## src/rtl/rvc_pkg.sv

```systemverilog
package rvc_pkg;
  localparam int XLEN  = 32;
  localparam int BYTES = XLEN / 8;
  localparam int OFFW  = $clog2(BYTES);
  localparam int SHW   = $clog2(XLEN);

  localparam logic [6:0] OPC_LOAD   = 7'b0000011;
  localparam logic [6:0] OPC_OPIMM  = 7'b0010011;
  localparam logic [6:0] OPC_AUIPC  = 7'b0010111;
  localparam logic [6:0] OPC_STORE  = 7'b0100011;
  localparam logic [6:0] OPC_OP     = 7'b0110011;
  localparam logic [6:0] OPC_LUI    = 7'b0110111;
  localparam logic [6:0] OPC_BRANCH = 7'b1100011;
  localparam logic [6:0] OPC_JALR   = 7'b1100111;
  localparam logic [6:0] OPC_JAL    = 7'b1101111;

  typedef enum logic [3:0] {
    ALU_ADD, ALU_SUB, ALU_SLL, ALU_SLT, ALU_SLTU, ALU_XOR,
    ALU_SRL, ALU_SRA, ALU_OR, ALU_AND, ALU_PASSB
  } alu_op_e;

  typedef enum logic [2:0] {IMM_I, IMM_S, IMM_B, IMM_U, IMM_J} imm_kind_e;

  typedef enum logic [1:0] {WB_ALU, WB_MEM, WB_LINK} wb_src_e;

  typedef struct packed {
    logic      rf_we;
    logic      a_is_pc;
    logic      b_is_imm;
    alu_op_e   alu_op;
    imm_kind_e imm_kind;
    wb_src_e   wb_src;
    logic      is_load;
    logic      is_store;
    logic      is_branch;
    logic      is_jump;
    logic      is_jalr;
  } ctrl_t;

  function automatic alu_op_e f3_to_op(logic [2:0] f3, logic alt, logic sub_ok);
    case (f3)
      3'b000:  return (alt && sub_ok) ? ALU_SUB : ALU_ADD;
      3'b001:  return ALU_SLL;
      3'b010:  return ALU_SLT;
      3'b011:  return ALU_SLTU;
      3'b100:  return ALU_XOR;
      3'b101:  return alt ? ALU_SRA : ALU_SRL;
      3'b110:  return ALU_OR;
      default: return ALU_AND;
    endcase
  endfunction
endpackage

```

## src/rtl/rvc_regfile.sv

```systemverilog
module rvc_regfile import rvc_pkg::*; #(
  parameter int NREGS = 32,
  localparam int AW = $clog2(NREGS)
) (
  input  logic            clk,
  input  logic            rst_n,
  input  logic            we,
  input  logic [AW-1:0]   waddr,
  input  logic [XLEN-1:0] wdata,
  input  logic [AW-1:0]   ra,
  input  logic [AW-1:0]   rb,
  output logic [XLEN-1:0] rd_a,
  output logic [XLEN-1:0] rd_b
);
  logic [XLEN-1:0] regs [NREGS];

  always_ff @(posedge clk or negedge rst_n) begin
    if (!rst_n) begin
      for (int i = 0; i < NREGS; i++) regs[i] <= '0;
    end else if (we && (waddr != '0)) begin
      regs[waddr] <= wdata;
    end
  end

  assign rd_a = (ra == '0) ? '0 : regs[ra];
  assign rd_b = (rb == '0) ? '0 : regs[rb];
endmodule

```

## src/rtl/rvc_immgen.sv

```systemverilog
module rvc_immgen import rvc_pkg::*; (
  input  imm_kind_e       kind,
  input  logic [31:7]     ins,
  output logic [XLEN-1:0] imm
);
  always_comb begin
    case (kind)
      IMM_S:   imm = {{20{ins[31]}}, ins[31:25], ins[11:7]};
      IMM_B:   imm = {{19{ins[31]}}, ins[31], ins[7], ins[30:25], ins[11:8], 1'b0};
      IMM_U:   imm = {ins[31:12], 12'b0};
      IMM_J:   imm = {{11{ins[31]}}, ins[31], ins[19:12], ins[20], ins[30:21], 1'b0};
      default: imm = {{20{ins[31]}}, ins[31:20]};
    endcase
  end
endmodule

```

## src/rtl/rvc_alu.sv

```systemverilog
module rvc_alu import rvc_pkg::*; (
  input  alu_op_e         op,
  input  logic [XLEN-1:0] a,
  input  logic [XLEN-1:0] b,
  output logic [XLEN-1:0] y,
  input  logic [2:0]      cmp_f3,
  input  logic [XLEN-1:0] cmp_a,
  input  logic [XLEN-1:0] cmp_b,
  output logic            take
);
  logic [SHW-1:0] sh;
  logic eq, lt_s, lt_u, cond;

  assign sh = b[SHW-1:0];

  always_comb begin
    case (op)
      ALU_SUB:   y = a - b;
      ALU_SLL:   y = a << sh;
      ALU_SLT:   y = {{(XLEN-1){1'b0}}, $signed(a) < $signed(b)};
      ALU_SLTU:  y = {{(XLEN-1){1'b0}}, a < b};
      ALU_XOR:   y = a ^ b;
      ALU_SRL:   y = a >> sh;
      ALU_SRA:   y = $unsigned($signed(a) >>> sh);
      ALU_OR:    y = a | b;
      ALU_AND:   y = a & b;
      ALU_PASSB: y = b;
      default:   y = a + b;
    endcase
  end

  assign eq   = (cmp_a == cmp_b);
  assign lt_s = ($signed(cmp_a) < $signed(cmp_b));
  assign lt_u = (cmp_a < cmp_b);

  always_comb begin
    case (cmp_f3[2:1])
      2'b10:   cond = lt_s;
      2'b11:   cond = lt_u;
      default: cond = eq;
    endcase
  end

  assign take = cond ^ cmp_f3[0];
endmodule

```

## src/rtl/rvc_lsu.sv

```systemverilog
module rvc_lsu import rvc_pkg::*; (
  input  logic            clk,
  input  logic            rst_n,
  input  logic            is_load,
  input  logic            is_store,
  input  logic [2:0]      f3,
  input  logic [OFFW-1:0] addr_lo,
  input  logic [XLEN-1:0] st_data,
  input  logic [XLEN-1:0] mem_rdata,
  output logic [XLEN-1:0] mem_wdata,
  output logic [BYTES-1:0] mem_be,
  output logic [XLEN-1:0] ld_data
);
  logic [XLEN-1:0]  lane;
  logic [BYTES-1:0] mask;
  logic             sx;

  assign lane = mem_rdata >> {addr_lo, 3'b000};
  assign sx   = ~f3[2];

  always_comb begin
    case (f3[1:0])
      2'b00:   ld_data = {{(XLEN-8){sx & lane[7]}}, lane[7:0]};
      2'b01:   ld_data = {{(XLEN-16){sx & lane[15]}}, lane[15:0]};
      default: ld_data = lane;
    endcase
  end

  always_comb begin
    case (f3[1:0])
      2'b00:   mask = BYTES'(1);
      2'b01:   mask = BYTES'(3);
      default: mask = '1;
    endcase
  end

  assign mem_be    = is_store ? (mask << addr_lo) : '0;
  assign mem_wdata = st_data << {addr_lo, 3'b000};

  assert_store_byte_R7: assert property (@(posedge clk) disable iff (!rst_n)
    (is_store && f3[1:0] == 2'b00) |-> $countones(mem_be) == 1);
  assert_store_half_R7: assert property (@(posedge clk) disable iff (!rst_n)
    (is_store && f3[1:0] == 2'b01 && !addr_lo[0]) |-> $countones(mem_be) == 2);
  assert_no_write_R7: assert property (@(posedge clk) disable iff (!rst_n)
    !is_store |-> mem_be == '0);
  assert_load_sext_R6: assert property (@(posedge clk) disable iff (!rst_n)
    (is_load && f3 == 3'b000) |-> ld_data[XLEN-1:8] == {(XLEN-8){ld_data[7]}});
  assert_load_zext_R6: assert property (@(posedge clk) disable iff (!rst_n)
    (is_load && f3 == 3'b101) |-> ld_data[XLEN-1:16] == '0);
endmodule

```

## src/rtl/rvc_core.sv

```systemverilog
module rvc_core import rvc_pkg::*; #(
  parameter int              NREGS    = 32,
  parameter logic [XLEN-1:0] RESET_PC = '0
) (
  input  logic             clk,
  input  logic             rst_n,
  output logic [XLEN-1:0]  imem_addr,
  input  logic [31:0]      imem_rdata,
  output logic [XLEN-1:0]  dmem_addr,
  output logic [XLEN-1:0]  dmem_wdata,
  output logic [BYTES-1:0] dmem_be,
  input  logic [XLEN-1:0]  dmem_rdata
);
  localparam int RAW = $clog2(NREGS);

  logic [XLEN-1:0] pc, pc_next, pc_plus4;
  logic [XLEN-1:0] imm, rs1_val, rs2_val, alu_a, alu_b, alu_y, ld_data, wb_data;
  logic [31:0]     inst;
  logic [6:0]      opcode;
  logic [2:0]      f3;
  logic [RAW-1:0]  rs1, rs2, rd;
  logic            br_take, redirect;
  ctrl_t           ctrl;

  assign inst   = imem_rdata;
  assign opcode = inst[6:0];
  assign f3     = inst[14:12];
  assign rd     = inst[7 +: RAW];
  assign rs1    = inst[15 +: RAW];
  assign rs2    = inst[20 +: RAW];

  // Decoder
  always_comb begin
    ctrl = '{rf_we: 1'b0, a_is_pc: 1'b0, b_is_imm: 1'b0, alu_op: ALU_ADD,
             imm_kind: IMM_I, wb_src: WB_ALU, is_load: 1'b0, is_store: 1'b0,
             is_branch: 1'b0, is_jump: 1'b0, is_jalr: 1'b0};
    case (opcode)
      OPC_OP: begin
        ctrl.rf_we  = 1'b1;
        ctrl.alu_op = f3_to_op(f3, inst[30], 1'b1);
      end
      OPC_OPIMM: begin
        ctrl.rf_we    = 1'b1;
        ctrl.b_is_imm = 1'b1;
        ctrl.alu_op   = f3_to_op(f3, inst[30], 1'b0);
      end
      OPC_LOAD: begin
        ctrl.rf_we    = 1'b1;
        ctrl.b_is_imm = 1'b1;
        ctrl.wb_src   = WB_MEM;
        ctrl.is_load  = 1'b1;
      end
      OPC_STORE: begin
        ctrl.b_is_imm = 1'b1;
        ctrl.imm_kind = IMM_S;
        ctrl.is_store = 1'b1;
      end
      OPC_BRANCH: begin
        ctrl.a_is_pc   = 1'b1;
        ctrl.b_is_imm  = 1'b1;
        ctrl.imm_kind  = IMM_B;
        ctrl.is_branch = 1'b1;
      end
      OPC_JAL: begin
        ctrl.rf_we    = 1'b1;
        ctrl.a_is_pc  = 1'b1;
        ctrl.b_is_imm = 1'b1;
        ctrl.imm_kind = IMM_J;
        ctrl.wb_src   = WB_LINK;
        ctrl.is_jump  = 1'b1;
      end
      OPC_JALR: begin
        ctrl.rf_we    = 1'b1;
        ctrl.b_is_imm = 1'b1;
        ctrl.wb_src   = WB_LINK;
        ctrl.is_jump  = 1'b1;
        ctrl.is_jalr  = 1'b1;
      end
      OPC_LUI: begin
        ctrl.rf_we    = 1'b1;
        ctrl.b_is_imm = 1'b1;
        ctrl.imm_kind = IMM_U;
        ctrl.alu_op   = ALU_PASSB;
      end
      OPC_AUIPC: begin
        ctrl.rf_we    = 1'b1;
        ctrl.a_is_pc  = 1'b1;
        ctrl.b_is_imm = 1'b1;
        ctrl.imm_kind = IMM_U;
      end
      default: ;
    endcase
  end

  rvc_immgen u_imm (.kind(ctrl.imm_kind), .ins(inst[31:7]), .imm(imm));

  rvc_regfile #(.NREGS(NREGS)) u_rf (
    .clk(clk), .rst_n(rst_n), .we(ctrl.rf_we), .waddr(rd), .wdata(wb_data),
    .ra(rs1), .rb(rs2), .rd_a(rs1_val), .rd_b(rs2_val)
  );

  assign alu_a = ctrl.a_is_pc  ? pc  : rs1_val;
  assign alu_b = ctrl.b_is_imm ? imm : rs2_val;

  rvc_alu u_alu (
    .op(ctrl.alu_op), .a(alu_a), .b(alu_b), .y(alu_y),
    .cmp_f3(f3), .cmp_a(rs1_val), .cmp_b(rs2_val), .take(br_take)
  );

  rvc_lsu u_lsu (
    .clk(clk), .rst_n(rst_n), .is_load(ctrl.is_load), .is_store(ctrl.is_store),
    .f3(f3), .addr_lo(alu_y[OFFW-1:0]), .st_data(rs2_val), .mem_rdata(dmem_rdata),
    .mem_wdata(dmem_wdata), .mem_be(dmem_be), .ld_data(ld_data)
  );

  assign pc_plus4 = pc + XLEN'(4);

  always_comb begin
    case (ctrl.wb_src)
      WB_MEM:  wb_data = ld_data;
      WB_LINK: wb_data = pc_plus4;
      default: wb_data = alu_y;
    endcase
  end

  assign redirect = ctrl.is_jump || (ctrl.is_branch && br_take);
  assign pc_next  = redirect ? {alu_y[XLEN-1:1], 1'b0} : pc_plus4;

  always_ff @(posedge clk or negedge rst_n) begin
    if (!rst_n) pc <= RESET_PC;
    else        pc <= pc_next;
  end

  assign imem_addr = pc;
  assign dmem_addr = alu_y;

  assert_reset_pc_R1: assert property (@(posedge clk) disable iff (!rst_n)
    $rose(rst_n) |-> pc == RESET_PC);
  assert_seq_pc_R2: assert property (@(posedge clk) disable iff (!rst_n)
    !(ctrl.is_jump || ctrl.is_branch) |=> pc == $past(pc) + XLEN'(4));
  assert_x0_read_R3: assert property (@(posedge clk) disable iff (!rst_n)
    (rs1 == '0) |-> rs1_val == '0);
  assert_branch_fall_R8: assert property (@(posedge clk) disable iff (!rst_n)
    (ctrl.is_branch && !br_take) |=> pc == $past(pc) + XLEN'(4));
  assert_branch_take_R8: assert property (@(posedge clk) disable iff (!rst_n)
    (ctrl.is_branch && br_take) |=> pc == $past(pc + imm));
  assert_jal_target_R9: assert property (@(posedge clk) disable iff (!rst_n)
    (ctrl.is_jump && !ctrl.is_jalr) |=> pc == $past(pc + imm));
  assert_jalr_target_R10: assert property (@(posedge clk) disable iff (!rst_n)
    ctrl.is_jalr |=> pc == ($past(rs1_val + imm) & ~XLEN'(1)));
  assert_lui_value_R11: assert property (@(posedge clk) disable iff (!rst_n)
    (opcode == OPC_LUI) |-> wb_data == {inst[31:12], 12'b0});
endmodule

```

## config.mk

```make
export PLATFORM = sky130hd
export DESIGN_NAME = rvc_core
export DESIGN_NICKNAME = d
export VERILOG_FILES = /design/src/rtl/rvc_pkg.sv /design/src/rtl/rvc_regfile.sv /design/src/rtl/rvc_immgen.sv /design/src/rtl/rvc_alu.sv /design/src/rtl/rvc_lsu.sv /design/src/rtl/rvc_core.sv
export SDC_FILE = /design/constraint.sdc
export NUM_CORES = 2
export LEC_CHECK = 0
export BUFFER_PORTS_ARGS = -buffer_cell sky130_fd_sc_hd__buf_4
export CAP_MARGIN = 10
export CORE_MARGIN = 2
export CORE_UTILIZATION = 45
export CTS_CLUSTER_DIAMETER = 60
export DETAILED_ROUTE_END_ITERATION = 10
export SLEW_MARGIN = 10
export SYNTH_ARGS = -nofsm -noshare
export SYNTH_HDL_FRONTEND = slang
export SYNTH_HIERARCHICAL = 1
export SYNTH_SLANG_ARGS = --single-unit
export TNS_END_PERCENT = 10
```

## constraint.sdc

```tcl
create_clock -name clk -period 26.2 [get_ports clk]
set_input_delay 5.24 -clock clk [delete_from_list [all_inputs] [get_ports clk]]
set_output_delay 5.24 -clock clk [all_outputs]
set_load 0.01 [all_outputs]
```

### Word-level counts from Yosys, hierarchy flattened

Cells that the tools add are included.
Widths: inputs -> output; s select.

| cells by class | value |
|---|---|
| bitwise operators | 10 |
| magnitude comparators | 8 |
| multiplexer cells | 34 |
| multiply operators | 0 |
| shifts and indexed selects | 6 |
| reduce and logical (&&, ||, !) cells | 14 |
| add/subtract/negate cells | 3 |
| equality and inequality tests | 35 |
| div/mod/pow operators | 0 |

Operators with widths:

| cell | number |
|---|---|
| $bwmux 1024 | 1 |
| $bmux 32 s5 | 2 |
| $mux 32 | 10 |
| $pmux 32 s10 | 1 |
| $demux 32 s5 | 1 |
| $lt 32x32->1 | 4 |
| $pmux 32 s2 | 2 |
| $pmux 31 s4 | 1 |
| $shl 32x5->32 | 2 |
| $shr 32x5->32 | 2 |
| $pmux 4 s7 | 2 |
| $add 32x3->32 const B | 1 |
| $add 32x32->32 | 1 |
| $and 32x32->32 | 1 |
| $eq 32x32->1 | 1 |
| $or 32x32->32 | 1 |
| $sshr 32x5->32 | 1 |
| $sub 32x32->32 | 1 |
| $xor 32x32->32 | 1 |
| $eq 7x6->1 const B | 3 |
| $eq 7x7->1 const B | 3 |
| $ge 6x6->1 const B | 3 |
| $not 5->6 | 3 |
| $eq 4x3->1 const B | 4 |
| 32 further kinds | 58 |

| storage, ports and cells | value |
|---|---|
| bits in registers | 1056 |
| memory bits (read-only) | 0 |
| logic and storage cells | 143 |
| bits in latches | 0 |
| memories kept | 0 |
| memory bits (writable) | 0 |
| input port bits | 66 |

### Logic depth before layout (Yosys ltp)

| logic depth | value |
|---|---|
| depth after elaboration | 13 |
| mapped depth | 35 |
| mapped depth without buffers | 25 |

### Modules after synthesis

The synthesis kept the hierarchy.

By module, submodules not included:

| module | area each (µm²) | instances | seq. area each (µm²) | cells an instance |
|---|---|---|---|---|
| rvc_regfile | 54019.3 | 1 | 25624.6 | 3517 |
| rvc_alu | 9927.0 | 1 | 0.0 | 1464 |
| rvc_core | 3284.4 | 1 | 775.7 | 391 |
| rvc_lsu | 1331.3 | 1 | 0.0 | 204 |
| rvc_immgen | 591.8 | 1 | 0.0 | 90 |

### Worst setup path before layout

OpenSTA, ideal clock, no wires.

| timing | value |
|---|---|
| kind | input to output |
| start point | input imem_rdata[20] |
| end point | output dmem_wdata[16] |
| setup slack | 9.926 ns |
| required time | 20.960 ns |
| arrival time | 11.034 ns |
| path buffers | 9 |
| stages on the path | 25 |
| cells stage by stage | buf_2 buf_2 buf_2 mux4_2 mux2_2 o211a_1 mux2_2 inv_1 buf_1 buf_1 ha_1 buf_6 nor2_1 a2111oi_2 o211ai_1 o211ai_1 a311o_1 a221oi_2 nand2_1 o211ai_1 a21oi_1 buf_6 buf_2 clkbuf_1 o21ai_0 |

| between the ends | value |
|---|---|
| word-level cells in the longest chain between the ends | 9 |
| elaborated cells between the ends (all ways) | 20 |
| those cells by class | add/sub (2); order compare (2); shift (4); mux (7); bitwise (4); reduce/logical (1) |

RTL lines:

| what | RTL line | text |
|---|---|---|
| start, declared | rvc_core.sv:8 | `input logic [31:0] imem_rdata,` |
| $not 5->6 (implied by the code) | rvc_regfile.sv:26 | `assign rd_b = (rb == '0) ? '0 : regs[rb];` |
| $bmux 32 s5 | rvc_regfile.sv:26 |  |
| $mux 32 (implied by the code) (2 in a row) | rvc_regfile.sv:26 |  |
| $mux 32 (*) | rvc_regfile.sv:26 |  |
| via rs2_val[3] | rvc_core.sv:17 | `logic [XLEN-1:0] imm, rs1_val, rs2_val, alu_a, alu_b, alu_y, ld_data, wb_data;` |
| $mux 32 (*) | rvc_core.sv:103 | `assign alu_b = ctrl.b_is_imm ? imm : rs2_val;` |
| via alu_b[3] | rvc_core.sv:17 |  |
| $lt 32x32->1 (tied with other cells) | rvc_alu.sv:21 | `ALU_SLTU: y = {{(XLEN-1){1'b0}}, a < b};` |
| $pmux 32 s10 (*) | rvc_alu.sv:17 | `case (op)` |
| via dmem_addr[0] | rvc_core.sv:9 | `output logic [XLEN-1:0] dmem_addr,` |
| $shl 32x5->32 (*) | rvc_lsu.sv:38 | `assign mem_wdata = st_data << {addr_lo, 3'b000};` |
| end, declared | rvc_core.sv:10 | `output logic [XLEN-1:0] dmem_wdata,` |

Mark *: on every way through the listed nets, which the timed path passes. The rest lies on a longest branch. The select of a mux whose other input is x is not followed.

### Final worst setup path

| timing | value |
|---|---|
| start point | input imem_rdata[21] |
| end point | output dmem_wdata[17] |

| between the ends | value |
|---|---|
| word-level cells in the longest chain between the ends | 9 |
| elaborated cells between the ends (all ways) | 20 |
| those cells by class | add/sub (2); order compare (2); shift (4); mux (7); bitwise (4); reduce/logical (1) |

RTL lines:

| what | RTL line |
|---|---|
| $not 5->6 (implied by the code) | rvc_regfile.sv:26 |
| $bmux 32 s5 | rvc_regfile.sv:26 |
| $mux 32 (implied by the code) (2 in a row) | rvc_regfile.sv:26 |
| $mux 32 (*) | rvc_regfile.sv:26 |
| via rs2_val[2] | rvc_core.sv:17 |
| $mux 32 (*) | rvc_core.sv:103 |
| via alu_b[2] | rvc_core.sv:17 |
| $lt 32x32->1 (tied with other cells) | rvc_alu.sv:21 |
| $pmux 32 s10 (*) | rvc_alu.sv:17 |
| $shl 32x5->32 (*) | rvc_lsu.sv:38 |

Marks and branches as above.

==> flow_metrics.env <==
export IMPL_hold_slack_ps=393.9
export IMPL_ys_warn_count=6
export IMPL_maxSlewViolCount=0
export IMPL_netlist_instances=5666
export IMPL_drt_iter0_drc=6389
export IMPL_required_ps=20960
export IMPL_cts_clk_slew_worst_paths_ps=60
export IMPL_cp_end_kind="primary output"
export IMPL_hold_viol_final=0
export IMPL_yosysMostFrequentCell="dfrtp_1"
export IMPL_yosys_top_cells_count="dfrtp_1, mux2_2, mux4_2"
export IMPL_rsz0062_at_grt="false"
export IMPL_max_clock_freq_mhz=50.58
export IMPL_synth_area_leaders="dfrtp_1, mux2_2, mux4_2"
export IMPL_grt_max_degree=173
export IMPL_finalNonFillerCells=7679
export IMPL_pwr_share_seq_pct=39.7
export IMPL_cts_buffer_depth=3
export IMPL_p_comb_share_pct=24.5
export IMPL_fillers=13307
export IMPL_antenna_found_initial=11
export IMPL_grt_pass1_vias=52257
export IMPL_cts_tree="done"
export IMPL_vdd_ir_drop_max_v=0.00005206
export IMPL_root_buffer="clkbuf_16"
export IMPL_dieArea_um2=156800
export IMPL_timing_setup_tns_ps=0
export IMPL_overflow=0
export IMPL_worst_skew_pair_late_latency_ps=780
export IMPL_die_h_um=396.0
export IMPL_row_count=143
export IMPL_ctsHoldBuffers=0
export IMPL_cts_made_buffers=117
export IMPL_p_sw_share_pct=33.15
export IMPL_syn_avg_cell_area_um2=12.21
export IMPL_dpl_cell_count=7458
export IMPL_hold_class="reg -> reg"
export IMPL_clock_power_share_pct=35.8
export IMPL_arrival_ps=14530
export IMPL_cp_max_fo=62
export IMPL_synth_top_area_cell="dfrtp_1"
export IMPL_firstDrtPassIters=8
export IMPL_cp_start_kind="input port"
export IMPL_syn_nets=5866
export IMPL_htreeDepth=3
export IMPL_boundaryPins=166
export IMPL_status="complete, no violations"
export IMPL_tightest_slew_ps=1387
export IMPL_synth_edf_count=0
export IMPL_ys_ff_latch=1055
export IMPL_grt_pass1_wl_um=385400
export IMPL_intPower_uw=3114
export IMPL_setup_viol=0
export IMPL_io_buffers=164
export IMPL_initial_core_util_pct=45.42
export IMPL_dp_hpwl_um=177600
export IMPL_yosysUniqueCellTypes=111
export IMPL_fin_crit_ps=19770
export IMPL_route_detailed_drc=0
export IMPL_slew_headroom_pct=6.568
export IMPL_viasPerCell=6.915
export IMPL_syn_area_um2=69150
export IMPL_grtUsageTotal_pct=33.78
export IMPL_p_leak_uw=0.03430
export IMPL_area_growth_pct=10.12
export IMPL_critical_path_class="in -> out"
export IMPL_synth_async_reset_ratio_pct=100.0
export IMPL_drive_gt1_share_pct=39.24
export IMPL_power_density_nw_per_um2=61.17
export IMPL_cts_sinks=1055
export IMPL_core_area_um2=152300
export IMPL_ant_nets=0
export IMPL_final_period_utilization_pct=75.46
export IMPL_yosysTopAreaCellShare_pct=38.18
export IMPL_nets=5748
export IMPL_num_vias=53104
export IMPL_die_w_um=396.0
export IMPL_gp_congestion=1.069
export IMPL_synth_ff_type="dfrtp_1"
export IMPL_yosysSeqAreaShare_pct=38.18
export IMPL_cts_post_setup_buffers_inserted=0
export IMPL_clock_skew_ps=58.07
export IMPL_drv_cap=0
export IMPL_finalWirelength_um=268500
export IMPL_p_sw_uw=1544
export IMPL_wire_per_inst_um=34.96
export IMPL_cts_resized=0
-- cells by family after synthesis --
logic type,after synthesis,synth area share (%)
multiplexers,1867,38.12
flip-flops,1055,38.18
AO/OA/AOI/OAI,1001,10.06
AND/OR/NAND/NOR,835,5.996
buffers and inverters,737,4.742
adder cells (fa/ha/maj),134,2.446
XOR/XNOR,36,0.4560
other,1,0.005423
-- final cells by class --
| type | count | area [um2] | share of cell area (%) |
|---|---|---|---|
| Multi-Input combinational cell | 3874 | 39970 | 52.50 |
| Sequential cell | 1055 | 26400 | 34.67 |
| Clock buffer | 178 | 3520 | 4.622 |
| Timing Repair Buffer | 350 | 2754 | 3.616 |
| Tap cell | 2030 | 2540 | 3.335 |
| Inverter | 150 | 563.0 | 0.7394 |
| Clock inverter | 38 | 387.9 | 0.5094 |
| Antenna cell | 4 | 10.01 | 0.01314 |
-- per-layer routing --
metal	wire (um)	up-vias	track usage, %
li1	-	21401	-
met5	82	-	0
met3	26710	795	8.758
met4	18080	12	19.22
met2	118100	3013	50.57
met1	105500	27883	44.54
-- power by group through the flow --
| stage | Combinational, uW | Sequential, uW | Clock [uW] |
|---|---|---|---|
| 3_5_place_dp | 1110 | 1870 | 0 |
| 4_1_cts | 1110 | 1840 | 1690 |
| 5_1_grt | 1200 | 1860 | 1770 |
| 6_report | 1140 | 1850 | 1670 |
| 3_3_place_gp | 1100 | 1870 | 0 |
| 2_1_floorplan | 681 | 1830 | 0 |
-- stage by stage --
stage,total power (uW),utilization (%),cell area [um2],setup slack [ps]
final,4658,50.01,76150,6429
after detailed placement,2980,47.42,72210,6730
after global placement,2972,47.39,72150,6763
after CTS,4647,49.99,76110,6703
after floorplan,2511,-,69150,9926
after global routing,4820,50.01,76140,6135
-- registers in the layout (all words and copies together) (netlist names) --
signal / count
u_rf/regs: 1024
imem_addr: 31
-- path summary, 6_finish.rpt --
kind | start | end | slack (ps) | cells past startpoint
min | u_rf/regs[1017] | u_rf/regs[1017] | 390 | 0
max reg2reg | u_rf/regs[66] | u_rf/regs[796] | 16190 | 27
min reg2reg | u_rf/regs[1017] | u_rf/regs[1017] | 390 | 0
min in group asynchronous | rst_n | u_rf/regs[41] | 4530 | 1
max | imem_rdata[21] | dmem_wdata[17] | 6430 | 27
max in group asynchronous | rst_n | u_rf/regs[248] | 16990 | 6
-- worst max-delay path, stage by stage --
cell and delay [ps]:
buf_6 370, buf_4 620, or3b_2 710, o22ai_1 190, a211oi_1 80, a211oi_1 350
buf_4 250, mux2_2 160, buf_4 540, inv_2 40, buf_4 320, ha_1 560
o21bai_2 160, a2111oi_2 540, o211ai_1 250, o211ai_1 390, a311o_1 350, a221oi_2 140
nand2_1 130, o211ai_1 260, a21oi_4 640, buf_4 420, buf_4 400, nor2b_4 530
nand2_1 140, o21ai_0 240, buf_4 220
-- layout by cell type, fill, tap and decap left out, types with 59 or more instances in the layout --
| cell type | Yosys | routed |
|---|---|---|
| mux2_1 | 108 | 108 |
| a211oi_1 | 85 | 84 |
| dfrtp_1 | 1055 | 1055 |
| buf_4 | 34 | 334 |
| clkbuf_16 | 0 | 119 |
| o22ai_1 | 113 | 113 |
| o21ai_0 | 147 | 123 |
| nand2_1 | 200 | 187 |
| mux4_2 | 501 | 501 |
| inv_1 | 146 | 146 |
| a22oi_1 | 62 | 60 |
| ha_1 | 132 | 131 |
| mux2i_1 | 244 | 244 |
| a21oi_1 | 193 | 191 |
| mux2_2 | 1014 | 1013 |
| nor2b_1 | 65 | 59 |
| nor2_1 | 234 | 221 |
| nor3_1 | 93 | 83 |
Power figures use the tool's default switching activity.
